<file path="src/rtl/gpio_padcfg_pkg.sv">
package gpio_padcfg_pkg;
  localparam int REG_ADDR_W = 4;
  localparam logic [REG_ADDR_W-1:0] REG_DIR   = 4'd0;
  localparam logic [REG_ADDR_W-1:0] REG_DEN   = 4'd1;
  localparam logic [REG_ADDR_W-1:0] REG_ANA   = 4'd2;
  localparam logic [REG_ADDR_W-1:0] REG_PU    = 4'd3;
  localparam logic [REG_ADDR_W-1:0] REG_PD    = 4'd4;
  localparam logic [REG_ADDR_W-1:0] REG_OD    = 4'd5;
  localparam logic [REG_ADDR_W-1:0] REG_DRV2  = 4'd6;
  localparam logic [REG_ADDR_W-1:0] REG_DRV4  = 4'd7;
  localparam logic [REG_ADDR_W-1:0] REG_DRV8  = 4'd8;
  localparam logic [REG_ADDR_W-1:0] REG_SLEW  = 4'd9;
  localparam logic [REG_ADDR_W-1:0] REG_ALT   = 4'd10;
  localparam logic [REG_ADDR_W-1:0] REG_FMUX  = 4'd11;
  localparam int NUM_SINGLE = 6;
endpackage

</file>
<file path="src/rtl/gpio_excl_grp.sv">
module gpio_excl_grp #(
  parameter int NPINS   = 8,
  parameter int MEMBERS = 1,
  parameter logic [MEMBERS*NPINS-1:0] RST = '0
) (
  input  logic                     clk,
  input  logic                     rst_n,
  input  logic [MEMBERS-1:0]       wr_sel,
  input  logic [NPINS-1:0]         wdata,
  input  logic [NPINS-1:0]         commit,
  output logic [MEMBERS*NPINS-1:0] q
);
  localparam int W = MEMBERS * NPINS;
  logic [W-1:0] q_nxt;

  always_comb begin
    q_nxt = q;
    for (int g = 0; g < MEMBERS; g++) begin
      for (int i = 0; i < NPINS; i++) begin
        if (commit[i] && (|wr_sel)) begin
          if (wr_sel[g])
            q_nxt[g*NPINS+i] = wdata[i];
          else if (wdata[i])
            q_nxt[g*NPINS+i] = 1'b0;
        end
      end
    end
  end

  always_ff @(posedge clk or negedge rst_n) begin
    if (!rst_n) q <= RST;
    else        q <= q_nxt;
  end
endmodule

</file>
<file path="src/rtl/gpio_fmux_reg.sv">
module gpio_fmux_reg #(
  parameter int NPINS  = 8,
  parameter int FSEL_W = 4
) (
  input  logic                    clk,
  input  logic                    rst_n,
  input  logic                    wr,
  input  logic [NPINS*FSEL_W-1:0] wdata,
  input  logic [NPINS-1:0]        commit,
  output logic [NPINS*FSEL_W-1:0] q
);
  generate
    for (genvar p = 0; p < NPINS; p++) begin : g_field
      always_ff @(posedge clk or negedge rst_n) begin
        if (!rst_n)
          q[p*FSEL_W +: FSEL_W] <= '0;
        else if (wr && commit[p])
          q[p*FSEL_W +: FSEL_W] <= wdata[p*FSEL_W +: FSEL_W];
      end
    end
  endgenerate
endmodule

</file>
<file path="src/rtl/gpio_padcfg_bank.sv">
module gpio_padcfg_bank
  import gpio_padcfg_pkg::*;
#(
  parameter int NUM_PINS = 8,
  parameter int FSEL_W   = 4,
  parameter int ADDR_W   = 4,
  parameter int DATA_W   = 32
) (
  input  logic                       clk,
  input  logic                       rst_n,
  input  logic                       bus_wr,
  input  logic [ADDR_W-1:0]          bus_addr,
  input  logic [DATA_W-1:0]          bus_wdata,
  output logic [DATA_W-1:0]          bus_rdata,
  input  logic [NUM_PINS-1:0]        commit_en,
  output logic [NUM_PINS-1:0]        pad_dir,
  output logic [NUM_PINS-1:0]        pad_den,
  output logic [NUM_PINS-1:0]        pad_ana,
  output logic [NUM_PINS-1:0]        pad_pu,
  output logic [NUM_PINS-1:0]        pad_pd,
  output logic [NUM_PINS-1:0]        pad_od,
  output logic [NUM_PINS-1:0]        pad_drv2,
  output logic [NUM_PINS-1:0]        pad_drv4,
  output logic [NUM_PINS-1:0]        pad_drv8,
  output logic [NUM_PINS-1:0]        pad_slew,
  output logic [NUM_PINS-1:0]        pad_alt,
  output logic [NUM_PINS*FSEL_W-1:0] pad_fsel
);
  localparam int FMUX_W = NUM_PINS * FSEL_W;
  localparam logic [ADDR_W-1:0] SINGLE_ADDR [NUM_SINGLE] =
    '{ADDR_W'(REG_DIR), ADDR_W'(REG_DEN), ADDR_W'(REG_ANA),
      ADDR_W'(REG_OD), ADDR_W'(REG_SLEW), ADDR_W'(REG_ALT)};

  logic [NUM_PINS-1:0]   wbits;
  logic [NUM_PINS-1:0]   single_q [NUM_SINGLE];
  logic [2*NUM_PINS-1:0] pull_q;
  logic [3*NUM_PINS-1:0] drv_q;
  logic [FMUX_W-1:0]     fmux_q;
  logic [NUM_PINS-1:0]   slew_raw;

  assign wbits = bus_wdata[NUM_PINS-1:0];

  // Plain one-bit-per-pin registers; digital enable resets to all ones.
  generate
    for (genvar k = 0; k < NUM_SINGLE; k++) begin : g_single
      gpio_excl_grp #(
        .NPINS(NUM_PINS), .MEMBERS(1),
        .RST((k == 1) ? {NUM_PINS{1'b1}} : {NUM_PINS{1'b0}})
      ) i_reg (
        .clk(clk), .rst_n(rst_n),
        .wr_sel(bus_wr && (bus_addr == SINGLE_ADDR[k])),
        .wdata(wbits), .commit(commit_en), .q(single_q[k])
      );
    end
  endgenerate

  // Pull group: member 0 pull-up, member 1 pull-down.
  gpio_excl_grp #(.NPINS(NUM_PINS), .MEMBERS(2), .RST('0)) i_pull (
    .clk(clk), .rst_n(rst_n),
    .wr_sel({bus_wr && (bus_addr == ADDR_W'(REG_PD)),
             bus_wr && (bus_addr == ADDR_W'(REG_PU))}),
    .wdata(wbits), .commit(commit_en), .q(pull_q)
  );

  // Drive group: members 2 mA, 4 mA, 8 mA; 2 mA resets set.
  gpio_excl_grp #(
    .NPINS(NUM_PINS), .MEMBERS(3),
    .RST({{(2*NUM_PINS){1'b0}}, {NUM_PINS{1'b1}}})
  ) i_drive (
    .clk(clk), .rst_n(rst_n),
    .wr_sel({bus_wr && (bus_addr == ADDR_W'(REG_DRV8)),
             bus_wr && (bus_addr == ADDR_W'(REG_DRV4)),
             bus_wr && (bus_addr == ADDR_W'(REG_DRV2))}),
    .wdata(wbits), .commit(commit_en), .q(drv_q)
  );

  gpio_fmux_reg #(.NPINS(NUM_PINS), .FSEL_W(FSEL_W)) i_fmux (
    .clk(clk), .rst_n(rst_n),
    .wr(bus_wr && (bus_addr == ADDR_W'(REG_FMUX))),
    .wdata(bus_wdata[FMUX_W-1:0]), .commit(commit_en), .q(fmux_q)
  );

  assign pad_dir  = single_q[0];
  assign pad_den  = single_q[1];
  assign pad_ana  = single_q[2];
  assign pad_od   = single_q[3];
  assign slew_raw = single_q[4];
  assign pad_alt  = single_q[5];
  assign pad_pu   = pull_q[NUM_PINS-1:0];
  assign pad_pd   = pull_q[2*NUM_PINS-1:NUM_PINS];
  assign pad_drv2 = drv_q[NUM_PINS-1:0];
  assign pad_drv4 = drv_q[2*NUM_PINS-1:NUM_PINS];
  assign pad_drv8 = drv_q[3*NUM_PINS-1:2*NUM_PINS];
  assign pad_slew = slew_raw & pad_drv8;

  generate
    for (genvar p = 0; p < NUM_PINS; p++) begin : g_fsel
      assign pad_fsel[p*FSEL_W +: FSEL_W] =
        pad_alt[p] ? fmux_q[p*FSEL_W +: FSEL_W] : '0;
    end
  endgenerate

  always_comb begin
    bus_rdata = '0;
    case (bus_addr)
      ADDR_W'(REG_DIR):  bus_rdata[NUM_PINS-1:0] = pad_dir;
      ADDR_W'(REG_DEN):  bus_rdata[NUM_PINS-1:0] = pad_den;
      ADDR_W'(REG_ANA):  bus_rdata[NUM_PINS-1:0] = pad_ana;
      ADDR_W'(REG_PU):   bus_rdata[NUM_PINS-1:0] = pad_pu;
      ADDR_W'(REG_PD):   bus_rdata[NUM_PINS-1:0] = pad_pd;
      ADDR_W'(REG_OD):   bus_rdata[NUM_PINS-1:0] = pad_od;
      ADDR_W'(REG_DRV2): bus_rdata[NUM_PINS-1:0] = pad_drv2;
      ADDR_W'(REG_DRV4): bus_rdata[NUM_PINS-1:0] = pad_drv4;
      ADDR_W'(REG_DRV8): bus_rdata[NUM_PINS-1:0] = pad_drv8;
      ADDR_W'(REG_SLEW): bus_rdata[NUM_PINS-1:0] = slew_raw;
      ADDR_W'(REG_ALT):  bus_rdata[NUM_PINS-1:0] = pad_alt;
      ADDR_W'(REG_FMUX): bus_rdata[FMUX_W-1:0]   = fmux_q;
      default:           bus_rdata = '0;
    endcase
  end
endmodule

</file>
<file path="config.mk">
export PLATFORM = sky130hd
export DESIGN_NAME = gpio_padcfg_bank
export DESIGN_NICKNAME = d
export VERILOG_FILES = /design/src/rtl/gpio_padcfg_pkg.sv /design/src/rtl/gpio_excl_grp.sv /design/src/rtl/gpio_fmux_reg.sv /design/src/rtl/gpio_padcfg_bank.sv
export SDC_FILE = /design/constraint.sdc
export NUM_CORES = 1
export LEC_CHECK = 0
export CORE_UTILIZATION = 48
export CTS_CLUSTER_DIAMETER = 100
export CTS_CLUSTER_SIZE = 14
export DETAILED_ROUTE_END_ITERATION = 16
export PLACE_DENSITY = 0.82
export SYNTH_ARGS = -nofsm -noshare
export SYNTH_HDL_FRONTEND = slang
export SYNTH_SLANG_ARGS = --single-unit
</file>
<file path="constraint.sdc">
create_clock -name clk -period 2.14 [get_ports clk]
set_input_delay 0.428 -clock clk [delete_from_list [all_inputs] [get_ports clk]]
set_output_delay 0.428 -clock clk [all_outputs]
set_load 0.05 [all_outputs]
</file>
# ---- Word-level counts from Yosys, hierarchy flattened
# Cells that the tools add are included.
dict set report word_totals {
  regBits 120
  latchBits 0
  ramBits 0
  romBits 0
  input_bits 47
  output_inout_bits 152
  word_cells 477
  n_memories 0
}
dict set report classes {
  n_addsub 0
  mul 0
  div 0
  n_lt_le_gt_ge 0
  n_eq_ne 11
  n_shift 0
  muxes 106
  n_bitwise 1
  reduce_logical 263
}
# op n
set ops {}
lappend ops {{$reduce_and A2 Y1} 88}
lappend ops {{$reduce_bool A2 Y1} 88}
lappend ops {{$mux W1} 96}
lappend ops {{$pmux W8 S12} 1}
lappend ops {{$logic_and A1 B1 Y1} 84}
lappend ops {{$mux W4} 8}
lappend ops {{$mux W24} 1}
lappend ops {{$eq A4 B3 Y1 const B} 4}
lappend ops {{$eq A4 B4 Y1 const B} 4}
lappend ops {{$and A8 B8 Y8} 1}
lappend ops {{$eq A4 B2 Y1 const B} 2}
lappend ops {{$eq A4 B1 Y1 const B} 1}
lappend ops {{$logic_not A4 Y1} 1}
lappend ops {{$reduce_or A3 Y1} 1}
lappend ops {{$reduce_or A2 Y1} 1}

# ---- Depth between registers and ports, before layout
# Gate-level depths: netlist of the first run.
dict set report depth {
  word_depth 5
  mapped_depth 7
  mapped_depth_nobuf 4
}

# ---- Hierarchy
# Synthesis of the first run repeated with hierarchy kept, for this count alone.
dict set report hier_totals {
  cells_unflattened 661
  hier_area_um2 7427.1
}
# module instances cells_per_inst area_each_um2 seq_area_each_um2
set by_module_without_submodules {}
lappend by_module_without_submodules {{gpio_excl_grp (g_single[0].i_reg ...)} 5 25 361.6 200.2}
lappend by_module_without_submodules {{gpio_excl_grp (i_drive)} 1 141 1493.9 610.6}
lappend by_module_without_submodules {gpio_padcfg_bank 1 211 1400.1 0.0}
lappend by_module_without_submodules {gpio_fmux_reg 1 73 1382.6 800.8}
lappend by_module_without_submodules {{gpio_excl_grp (i_pull)} 1 86 970.9 400.4}
lappend by_module_without_submodules {{gpio_excl_grp (g_single[1].i_reg)} 1 25 371.6 210.2}

# ---- Worst setup path after synthesis of the first run
# OpenSTA, ideal clock, no wires.
dict set report synth_timing {
  path_kind {input to output}
  startpoint {input bus_addr[1]}
  endpoint {output bus_rdata[6]}
  arrival_time_ns 2.053
  required_ns 1.712
  path_slack_ns -0.341
  path_stages 5
  path_buffers 2
  cell_sequence {buf_2 > nor2_1 > clkbuf_1 > a2111oi_0 > a22oi_1}
}
dict set report synth_between {
  elab_chain_len 2
  word_cells_on_any_way 13
  cone_classes {eq/ne: 11; mux: 1; reduce/logical: 1}
}
# item line
set synth_rtl {}
lappend synth_rtl {{start: declaration} gpio_padcfg_bank.sv:12} ;# input logic [ADDR_W-1:0] bus_addr,
lappend synth_rtl {{$eq A4 B4 Y1 (tied with other cells)} gpio_padcfg_bank.sv:105} ;# case (bus_addr)
lappend synth_rtl {{$pmux W8 S12 (*)} gpio_padcfg_bank.sv:105}
lappend synth_rtl {{end: declaration} gpio_padcfg_bank.sv:14} ;# output logic [DATA_W-1:0] bus_rdata,
# Mark *: on every way between the ends. The rest lies on a longest branch, timed or not.

# ---- Worst setup path after layout of the first run
dict set report layout_timing {
  startpoint {register g_single[1].i_reg.q[1]}
  endpoint {output bus_rdata[1]}
}
dict set report layout_between {
  elab_chain_len 1
}
# item line
set layout_rtl {}
lappend layout_rtl {{start: declaration} gpio_excl_grp.sv:11} ;# output logic [MEMBERS*NPINS-1:0] q
lappend layout_rtl {{start signal: assignment} gpio_excl_grp.sv:32} ;# else q <= q_nxt;
lappend layout_rtl {{$pmux W8 S12} gpio_padcfg_bank.sv:105}
# No other way between the ends.

==> out/metrics.json, run 1 <==
{
  "cp_max_fo": {"value": 3},
  "pre_cts_ws": {"value": -0.6365, "unit": "ns"},
  "crit_family": {"value": "simple AND/OR/NAND/NOR gates"},
  "synthesis.area_per_instance": {"value": 9.968, "unit": "um2"},
  "timing.fmax": {"value": 425.9, "unit": "MHz"},
  "htree_levels": {"value": 4},
  "synth_top_family_by_area": {"value": "multiplexers"},
  "timing.critical_path.slowest_stage_cell": {"value": "or4_4"},
  "synth_top_cell_area_share": {"value": 0.3968},
  "path_buf_inv": {"value": 1},
  "tightest_slew": {"value": 0.6722, "unit": "ns"},
  "synth_ff_type": {"value": "dfrtp_1"},
  "synth_area_leaders": {"value": "dfrtp_1 40%, mux2_2 13%, dfstp_2 6.4%, a21oi_1 5.0%, nand2_1 4.5%"},
  "endpoint_kind": {"value": "output port"},
  "critical-path-max-stage-delay": {"value": 0.52, "unit": "ns"},
  "max_cap_violations": {"value": 0},
  "io_pins": {"value": 199},
  "average_via_count_per_standard_cell": {"value": 6.094},
  "post-route-min-period": {"value": 2.348, "unit": "ns"},
  "last_weighted_congestion_value_of_the_routability_driven_placer": {"value": 0.9898},
  "period_share": {"value": 1.097},
  "initial_core_util": {"value": 0.4933},
  "global_route.usage.met3": {"value": 0.09626},
  "diodes": {"value": 0},
  "synthAdderAreaFrac": {"value": 0},
  "grt_pass1_vias": {"value": 7058},
  "grt_pass1_wl": {"value": 40390, "unit": "um"},
  "use_met1": {"value": 0.4677},
  "initial_antenna_violation_count": {"value": 0},
  "cp.required": {"value": 1.71, "unit": "ns"},
  "yosys_warnings": {"value": 0},
  "route.vias.total": {"value": 6862},
  "synth_top_cell_by_area": {"value": "dfrtp_1"},
  "dieArea": {"value": 14140, "unit": "um2"},
  "globalRouteOverflowTotal": {"value": 0},
  "clock_insertion_delay_worst_skew": {"value": 0.42, "unit": "ns"},
  "synth_compound_gate_area_share": {"value": 0.1507},
  "gr-usage-met2": {"value": 0.6202},
  "synth_edf_count": {"value": 0},
  "grt_most_used_layer": {"value": "met2"},
  "detailedRoute.firstPassIterationCount": {"value": 6},
  "failed_checks": {"value": "setup timing"},
  "placeableCoreArea": {"value": 13300, "unit": "um2"},
  "clkSinkCount": {"value": 120},
  "num-fill-cells": {"value": 843},
  "startpoint_type": {"value": "register"},
  "placement.io_buffers": {"value": 198},
  "synth_sequential_area_ratio": {"value": 0.4609},
  "holdWs": {"value": 0.06165, "unit": "ns"},
  "synthDistinctLibCells": {"value": 46},
  "cp_cell_sequence": {"value": "nor3b_1 > a31oi_1 > o32ai_1 > or4_4 > buf_12"},
  "postSynth.asyncResetShare": {"value": 1.000},
  "power.static_leakage": {"value": 4.858, "unit": "nW"},
  "cts_tree": {"value": "built"},
  "fraction_of_layout_instances_using_a_drive_strength_above_1": {"value": 0.3937},
  "clock_skew": {"value": 0, "unit": "ns"},
  "place.detailed.hpwl": {"value": 17930, "unit": "um"},
  "synth.cell_area": {"value": 6559, "unit": "um2"},
  "cp_data_arrival_time": {"value": 1.92, "unit": "ns"},
  "finalWorstSetupSlack": {"value": -0.2079, "unit": "ns"},
  "hold_path.class": {"value": "in2async"},
  "postSynthNetCount": {"value": 705},
  "die_height": {"value": 118.9, "unit": "um"},
  "reg_to_reg_critical_path_startpoint": {"value": "g_single[2].i_reg.q[7]"},
  "r2r_slack": {"value": 1.19, "unit": "ns"},
  "initialDrtViolationCount": {"value": 778},
  "timing.setup.critical_path_class": {"value": "reg2out"},
  "clock_path_buffers": {"value": 2},
  "cts-root-buf": {"value": "clkbuf_16"},
  "cts.reportedPaths.clkPinSlew": {"value": 0.05, "unit": "ns"},
  "drt-total-wl": {"value": 26580, "unit": "um"},
  "pnr_total_power": {"value": 9.938, "unit": "mW"},
  "cts.hold.buffers_added": {"value": 0},
  "status": {"value": "complete, but fails checks"},
  "postSynthCellCount": {"value": 658},
  "synthSimpleGateAreaFrac": {"value": 0.1686},
  "final_core_utilization": {"value": 0.7906},
  "die_width": {"value": 118.9, "unit": "um"},
  "largest_net_degree_at_the_start_of_global_routing": {"value": 121},
  "synthMuxAreaShare": {"value": 0.1814},
  "antenna_violating_nets_post_route": {"value": 0},
  "timing.max_slew.rel_slack": {"value": 0.5519},
  "final-setup-viol-count": {"value": 7},
  "report.final.hold_viol_count": {"value": 0},
  "reg2regPathDepth": {"value": 2},
  "grt_setup_unrepaired": {"value": "true"},
  "nets": {"value": 985},
  "postSynthRegisterBits": {"value": 120},
  "routed_wire_length_per_instance": {"value": 23.61, "unit": "um"},
  "synth_xor_area_frac": {"value": 0},
  "regToRegEndpoint": {"value": "g_single[2].i_reg.q[7]"},
  "drc": {"value": 0},
  "grtUsageTotal": {"value": 0.3846},
  "power.density_cell_area": {"value": 945.5, "unit": "nW/um2"},
  "report.final.slew_viol_count": {"value": 0},
  "cts_inserted_buffers": {"value": 17},
  "syn_to_final_growth": {"value": 60.26, "unit": "%"},
  "placement_rows": {"value": 42},
  "worst_ir_drop_vdd": {"value": 0.0008401, "unit": "V"}
}
## cell families (layout without fill, tap and decap cells)
group,Yosys count,in the layout
AO/OA/AOI/OAI,170,170
multiplexers,106,106
AND/OR/NAND/NOR,205,205
buffers and inverters,57,349
flip-flops,120,120
## power by group
part | switching, mW | internal (mW) | total [mW]
Clock | 1.08 | 1.84 | 2.92
Sequential | 0.466 | 2.77 | 3.24
Combinational | 2.37 | 1.40 | 3.78
Total | 3.92 | 6.02 | 9.94
## cells in the mapped netlist, types with 2 or more instances
cell,n
a22oi_1,7
inv_1,5
clkbuf_1,17
and3b_1,3
mux4_2,2
buf_1,11
dfstp_2,16
a211o_1,2
a21oi_1,65
nand2b_1,6
o22ai_1,5
and3_1,27
buf_4,3
buf_2,21
o32ai_1,5
o211ai_1,9
o21ai_1,2
dfrtp_1,104
mux2_2,76
nor3b_1,3
nor2_1,8
nor3_1,3
a22o_1,2
and2_1,44
o221ai_1,3
mux2_1,7
a32oi_1,6
nor2b_1,6
nand3_1,10
nor2_2,4
mux2i_1,21
or4_1,3
nand3b_1,6
nand2_1,78
o21ai_0,57
## flip-flops by register name, indices dropped and copies added, names as in the netlist
signal / count
i_fmux.q: 32
g_single.i_reg.q: 48
i_pull.q: 16
i_drive.q: 24
## worst max path at each step
stage / end / slack, ns / from / cells past startpoint
after floorplan: bus_rdata[3] / -0.13 / bus_addr[3] / 6
after global placement: bus_rdata[6] / -0.65 / bus_addr[2] / 6
after detailed placement: bus_rdata[6] / -0.64 / bus_addr[2] / 6
after CTS: bus_rdata[5] / -0.31 / bus_addr[1] / 8
after global routing: bus_rdata[1] / -0.24 / g_single[4].i_reg.q[1] / 5
final: bus_rdata[1] / -0.21 / g_single[1].i_reg.q[1] / 5
## per-stage QoR
stage	std cells	setup TNS, ns	instance area [um2]
6_report	1126	-0.9320	10510
5_1_grt	1126	-1.150	10510
4_1_cts	1121	-1.442	10380
3_5_place_dp	1076	-55.19	9584
3_3_place_gp	1076	-54.05	9584
2_1_floorplan	658	-0.2400	6665
## layer usage
layer,vias to the layer above,wire (um)
met3,97,2576
li1,2929,-
met5,-,0
met1,3374,9990
met4,0,1169
met2,462,12850
## final cells by class
cell class	instances	area, um2	share of cell area
inverters	5	18.77	0.001786
repair buffers	313	3182	0.3027
well taps	176	220.2	0.02095
multi-input cells	481	3473	0.3304
clock buffers	18	439.2	0.04178
clock inverters	13	153.9	0.01464
flip-flops and latches	120	3024	0.2877
## placed cells by master, fill, tap and decap left out, types with 4 or more instances in the layout
| cell | netlist | layout |
|---|---|---|
| buf_4 | 3 | 159 |
| dfrtp_1 | 104 | 103 |
| clkdlybuf4s50_1 | 0 | 86 |
| nand2_1 | 78 | 78 |
| mux2_2 | 76 | 75 |
| a21oi_1 | 65 | 62 |
| o21ai_0 | 57 | 56 |
| and2_1 | 44 | 43 |
| buf_12 | 0 | 41 |
| and3_1 | 27 | 26 |
| mux2i_1 | 21 | 20 |
| clkbuf_16 | 0 | 17 |
| dfstp_2 | 16 | 16 |
| nand3_1 | 10 | 10 |
| dlymetal6s2s_1 | 0 | 10 |
| o211ai_1 | 9 | 9 |
| buf_6 | 0 | 8 |
| mux2_1 | 7 | 7 |
| nor2_1 | 8 | 7 |
| dlygate4sd2_1 | 0 | 7 |
| nand3b_1 | 6 | 6 |
| nor2_2 | 4 | 5 |
| inv_1 | 5 | 5 |
| a22oi_1 | 7 | 5 |
| clkinv_2 | 0 | 5 |
| o22ai_1 | 5 | 4 |
| nand2b_1 | 6 | 4 |
| a32oi_1 | 6 | 4 |
| clkinvlp_4 | 0 | 4 |
## timing repair
action / CTS / global route
cloned: 1 / 0
setup endpoints to repair: 72 / 29
gates resized for setup: 53 / 32
setup buffers: 13 / 6
pin swaps: 13 / 11
Note: power is estimated with default switching activity, not from simulation.
==> inputs of run 2 (changes only) <==
--- a/config.mk
+++ b/config.mk
@@ -10,6 +10,7 @@
 export CTS_CLUSTER_SIZE = 14
 export DETAILED_ROUTE_END_ITERATION = 16
 export PLACE_DENSITY = 0.82
+export SLEW_MARGIN = 30
 export SYNTH_ARGS = -nofsm -noshare
 export SYNTH_HDL_FRONTEND = slang
 export SYNTH_SLANG_ARGS = --single-unit
==> results of run 2 <==
Same layout as run 1: the final DEF is identical, and so are final timing and power.
==> inputs of run 3 (changes only) <==
--- a/config.mk
+++ b/config.mk
@@ -5,6 +5,7 @@
 export SDC_FILE = /design/constraint.sdc
 export NUM_CORES = 1
 export LEC_CHECK = 0
+export CAP_MARGIN = 10
 export CORE_UTILIZATION = 48
 export CTS_CLUSTER_DIAMETER = 100
 export CTS_CLUSTER_SIZE = 14
==> constraint.sdc (replaced) <==
create_clock -name clk -period 2.14 [get_ports clk]
set_input_delay 0.321 -clock clk [delete_from_list [all_inputs] [get_ports clk]]
set_output_delay 0.321 -clock clk [all_outputs]
set_load 0.05 [all_outputs]
==> run 3 against run 2 <==
Effect of this change: the flow finishes with violations (hold timing, setup timing); non-clock buffer count shrank 13; hold slack got worse by 0.13 ns; global-route usage decreased by 1.9 points; sequential power about the same; critical path depth unchanged; wire length is 3.8% lower; clock power is 3% lower; register-to-register slack hardly changed; largest power group unchanged; cell count down 1.1%; maximum frequency about the same; combinational power about the same.
==> out/metrics.json, run 3 (synthesis gave the netlist of run 1 again) <==
{
  "status": {"value": "complete, but fails checks"},
  "failed_checks": {"value": "hold timing, setup timing"},
  "cts-root-buf": {"value": "clkbuf_16"},
  "largest_net_degree_at_the_start_of_global_routing": {"value": 121, "change": "unchanged"},
  "largest_register": {"value": "g_single.i_reg.q"},
  "nets": {"value": 972, "change": "-1.3%"},
  "tightest_slew": {"value": 0.7504, "unit": "ns", "change": "+0.07817 ns"},
  "clkSinkCount": {"value": 120, "change": "unchanged"},
  "seq_power_share": {"value": 0.329, "change": "+0.003"},
  "placeableCoreArea": {"value": 13300, "unit": "um2", "change": "unchanged"},
  "pwr-share-comb": {"value": 0.383, "change": "+0.003"},
  "timing.max_slew.rel_slack": {"value": 0.4998, "change": "-0.05212"},
  "drc": {"value": 0, "change": "unchanged"},
  "initial_antenna_violation_count": {"value": 0, "change": "unchanged"},
  "placed_area": {"value": 9597, "unit": "um2", "change": "+0.13%"},
  "switching_share": {"value": 0.3866, "change": "-0.008034"},
  "clock_insertion_delay_worst_skew": {"value": 0.42, "unit": "ns", "change": "about the same"},
  "pnr_total_power": {"value": 9.822, "unit": "mW", "change": "-1.2%"},
  "drt-total-wl": {"value": 25570, "unit": "um", "change": "-3.8%"},
  "regToRegEndpoint": {"value": "g_single[5].i_reg.q[1]"},
  "die_height": {"value": 118.9, "unit": "um", "change": "unchanged"},
  "fraction_of_layout_instances_using_a_drive_strength_above_1": {"value": 0.3156, "change": "-0.07812"},
  "initialDrtViolationCount": {"value": 744, "change": "-4.4%"},
  "average_via_count_per_standard_cell": {"value": 6.169, "change": "+1.2%"},
  "place.detailed.hpwl": {"value": 17890, "unit": "um", "change": "-0.18%"},
  "post-route-min-period": {"value": 2.347, "unit": "ns", "change": "-0.001304 ns"},
  "placement_rows": {"value": 42, "change": "unchanged"},
  "antenna_violating_nets_post_route": {"value": 0, "change": "unchanged"},
  "reg_to_reg_critical_path_startpoint": {"value": "g_single[5].i_reg.q[1]"},
  "grtUsageTotal": {"value": 0.3654, "change": "-0.01912"},
  "power_spent_charging_and_discharging_nets": {"value": 3.797, "unit": "mW", "change": "-3.2%"},
  "grt_pass1_wl": {"value": 38660, "unit": "um", "change": "-4.3%"},
  "startpoint_type": {"value": "register"},
  "cp_data_arrival_time": {"value": 2.03, "unit": "ns", "change": "+0.11 ns"},
  "internal_power": {"value": 6.024, "unit": "mW", "change": "+0.14%"},
  "cts.reportedPaths.clkPinSlew": {"value": 0.05, "unit": "ns", "change": "about the same"},
  "report.final.hold_viol_count": {"value": 27, "change": "+27"},
  "htree_levels": {"value": 4, "change": "unchanged"},
  "r2r_slack": {"value": 1.18, "unit": "ns", "change": "about the same"},
  "diodes": {"value": 0, "change": "unchanged"},
  "cts.hold.buffers_added": {"value": 0, "change": "unchanged"},
  "report.final.slew_viol_count": {"value": 0, "change": "unchanged"},
  "timing.fmax": {"value": 426.1, "unit": "MHz", "change": "about the same"},
  "die_width": {"value": 118.9, "unit": "um", "change": "unchanged"},
  "critical-path-max-stage-delay": {"value": 0.53, "unit": "ns", "change": "about the same"},
  "globalRouteOverflowTotal": {"value": 0, "change": "unchanged"},
  "cts_tree": {"value": "built"},
  "grt_pass1_vias": {"value": 6739, "change": "-4.5%"},
  "endpoint_kind": {"value": "output port"},
  "clock_skew": {"value": 0, "unit": "ns", "change": "unchanged"},
  "dieArea": {"value": 14140, "unit": "um2", "change": "unchanged"},
  "power.static_leakage": {"value": 4.774, "unit": "nW", "change": "-1.7%"},
  "route.vias.total": {"value": 6872, "change": "+0.15%"},
  "layout_commonest_cell": {"value": "clkdlybuf4s50_1"},
  "max_cap_violations": {"value": 0, "change": "unchanged"},
  "syn_to_final_growth": {"value": 59.46, "unit": "%"},
  "final-setup-viol-count": {"value": 5, "change": "-2"},
  "largest_register_ffs": {"value": 48, "change": "unchanged"},
  "initial_core_util": {"value": 0.4933, "change": "unchanged"},
  "placement.io_buffers": {"value": 198, "change": "unchanged"},
  "finalWorstSetupSlack": {"value": -0.2066, "unit": "ns", "change": "+0.001304 ns"},
  "clock_path_buffers": {"value": 2, "change": "unchanged"},
  "cp_max_fo": {"value": 3, "change": "unchanged"},
  "timing.critical_path.slowest_stage_cell": {"value": "or4_4"},
  "crit_family": {"value": "simple AND/OR/NAND/NOR gates"},
  "grt_setup_unrepaired": {"value": "true"},
  "cp_cell_sequence": {"value": "nor3b_1 > a31oi_1 > o32ai_1 > or4_4 > buf_12"},
  "cp.required": {"value": 1.82, "unit": "ns", "change": "+0.11 ns"},
  "last_weighted_congestion_value_of_the_routability_driven_placer": {"value": 1.010, "change": "+2.0%"},
  "layout.cell_area.non_filler": {"value": 10460, "unit": "um2", "change": "-0.50%"},
  "power.density_cell_area": {"value": 939.1, "unit": "nW/um2", "change": "-0.68%"},
  "reg2regPathDepth": {"value": 2, "change": "unchanged"},
  "path_buf_inv": {"value": 1, "change": "unchanged"},
  "io_pins": {"value": 199, "change": "unchanged"},
  "worst_ir_drop_vdd": {"value": 0.0005605, "unit": "V", "change": "-33%"},
  "hold_path.class": {"value": "in2async"},
  "routed_wire_length_per_instance": {"value": 22.96, "unit": "um", "change": "-2.8%"},
  "period_share": {"value": 1.097, "change": "about the same"},
  "cts_inserted_buffers": {"value": 17, "change": "unchanged"},
  "detailedRoute.firstPassIterationCount": {"value": 6, "change": "unchanged"},
  "biggest_registers_after_layout": {"value": "g_single.i_reg.q (48), i_fmux.q (32), i_drive.q (24)"},
  "timing.setup.critical_path_class": {"value": "reg2out"},
  "holdWs": {"value": -0.06969, "unit": "ns", "change": "-0.1313 ns"},
  "most_used_cells_in_the_layout_excluding_fill_and_tap_cells": {"value": "124 x clkdlybuf4s50_1, 102 x dfrtp_1, 93 x buf_4"},
  "clock_power_share": {"value": 0.288, "change": "-0.006"}
}
run 3: changes by cell type in the layout (fill, tap and decap cells not counted), sizes merged, moves of 3 or more:
cell / previous run / this run
clkdlybuf4s50: 86 / 124
clkinvlp: 4 / 0
buf: 210 / 140
dlygate4sd2: 7 / 21
clkinv: 5 / 2
clkbuf: 18 / 31
run 3: worst max path at each step:
stage                              end  slack [ns]  cells past startpoint              startpoint
after floorplan           bus_rdata[3]       0.005                      6             bus_addr[3]
after global placement    bus_rdata[1]       -0.39                      8             bus_addr[3]
after detailed placement  bus_rdata[1]       -0.39                      8             bus_addr[3]
after CTS                 bus_rdata[1]       -0.08                      5  g_single[1].i_reg.q[1]
after global routing      bus_rdata[1]       -0.22                      5  g_single[1].i_reg.q[1]
final                     bus_rdata[1]       -0.21                      5  g_single[1].i_reg.q[1]
run 3: final cells by class:
type	instances	area (um2)
timing repair buffer	300	3198
clock inverter	4	70.07
fill	852	2836
clock buffer	28	506.7
multi-input combinational	481	3420
inverter	5	18.77
sequential	120	3025
tap	176	220.2
run 3: timing repair:
action,CTS,global route
pin swaps,7,7
cloned,1,2
buffers inserted,6,5
resized for setup,46,32
setup endpoints to repair,58,26
run 3: power by group through the flow:
stage                     clock network [mW]  logic, mW  registers [mW]
after floorplan                            0       1.19            4.17
after global placement                     0       3.59            3.23
after detailed placement                   0       3.65            3.24
after CTS                               2.84       3.70            3.21
after global routing                    2.93       3.89            3.28
final                                   2.83       3.76            3.24
run 3: through the flow:
| stage | TNS (ns) | setup slack, ns | cells | util |
|---|---|---|---|---|
| final | -0.4185 | -0.2066 | 1114 | 0.7867 |
| after global routing | -0.5928 | -0.2237 | 1114 | 0.7867 |
| after CTS | -0.1906 | -0.07551 | 1107 | 0.7742 |
| after detailed placement | -31.04 | -0.3919 | 1068 | 0.7218 |
| after global placement | -25.43 | -0.3928 | 1068 | 0.7218 |
| after floorplan | 0 | 0.005089 | 658 | - |
run 3: per-layer routing:
| layer | wire [um] | vias up | global-route usage |
|---|---|---|---|
| li1 | - | 2913 | - |
| met1 | 10200 | 3404 | 0.4771 |
| met2 | 12080 | 471 | 0.5815 |
| met3 | 2343 | 84 | 0.07854 |
| met4 | 949 | 0 | 0.1693 |
| met5 | 0 | - | 0 |
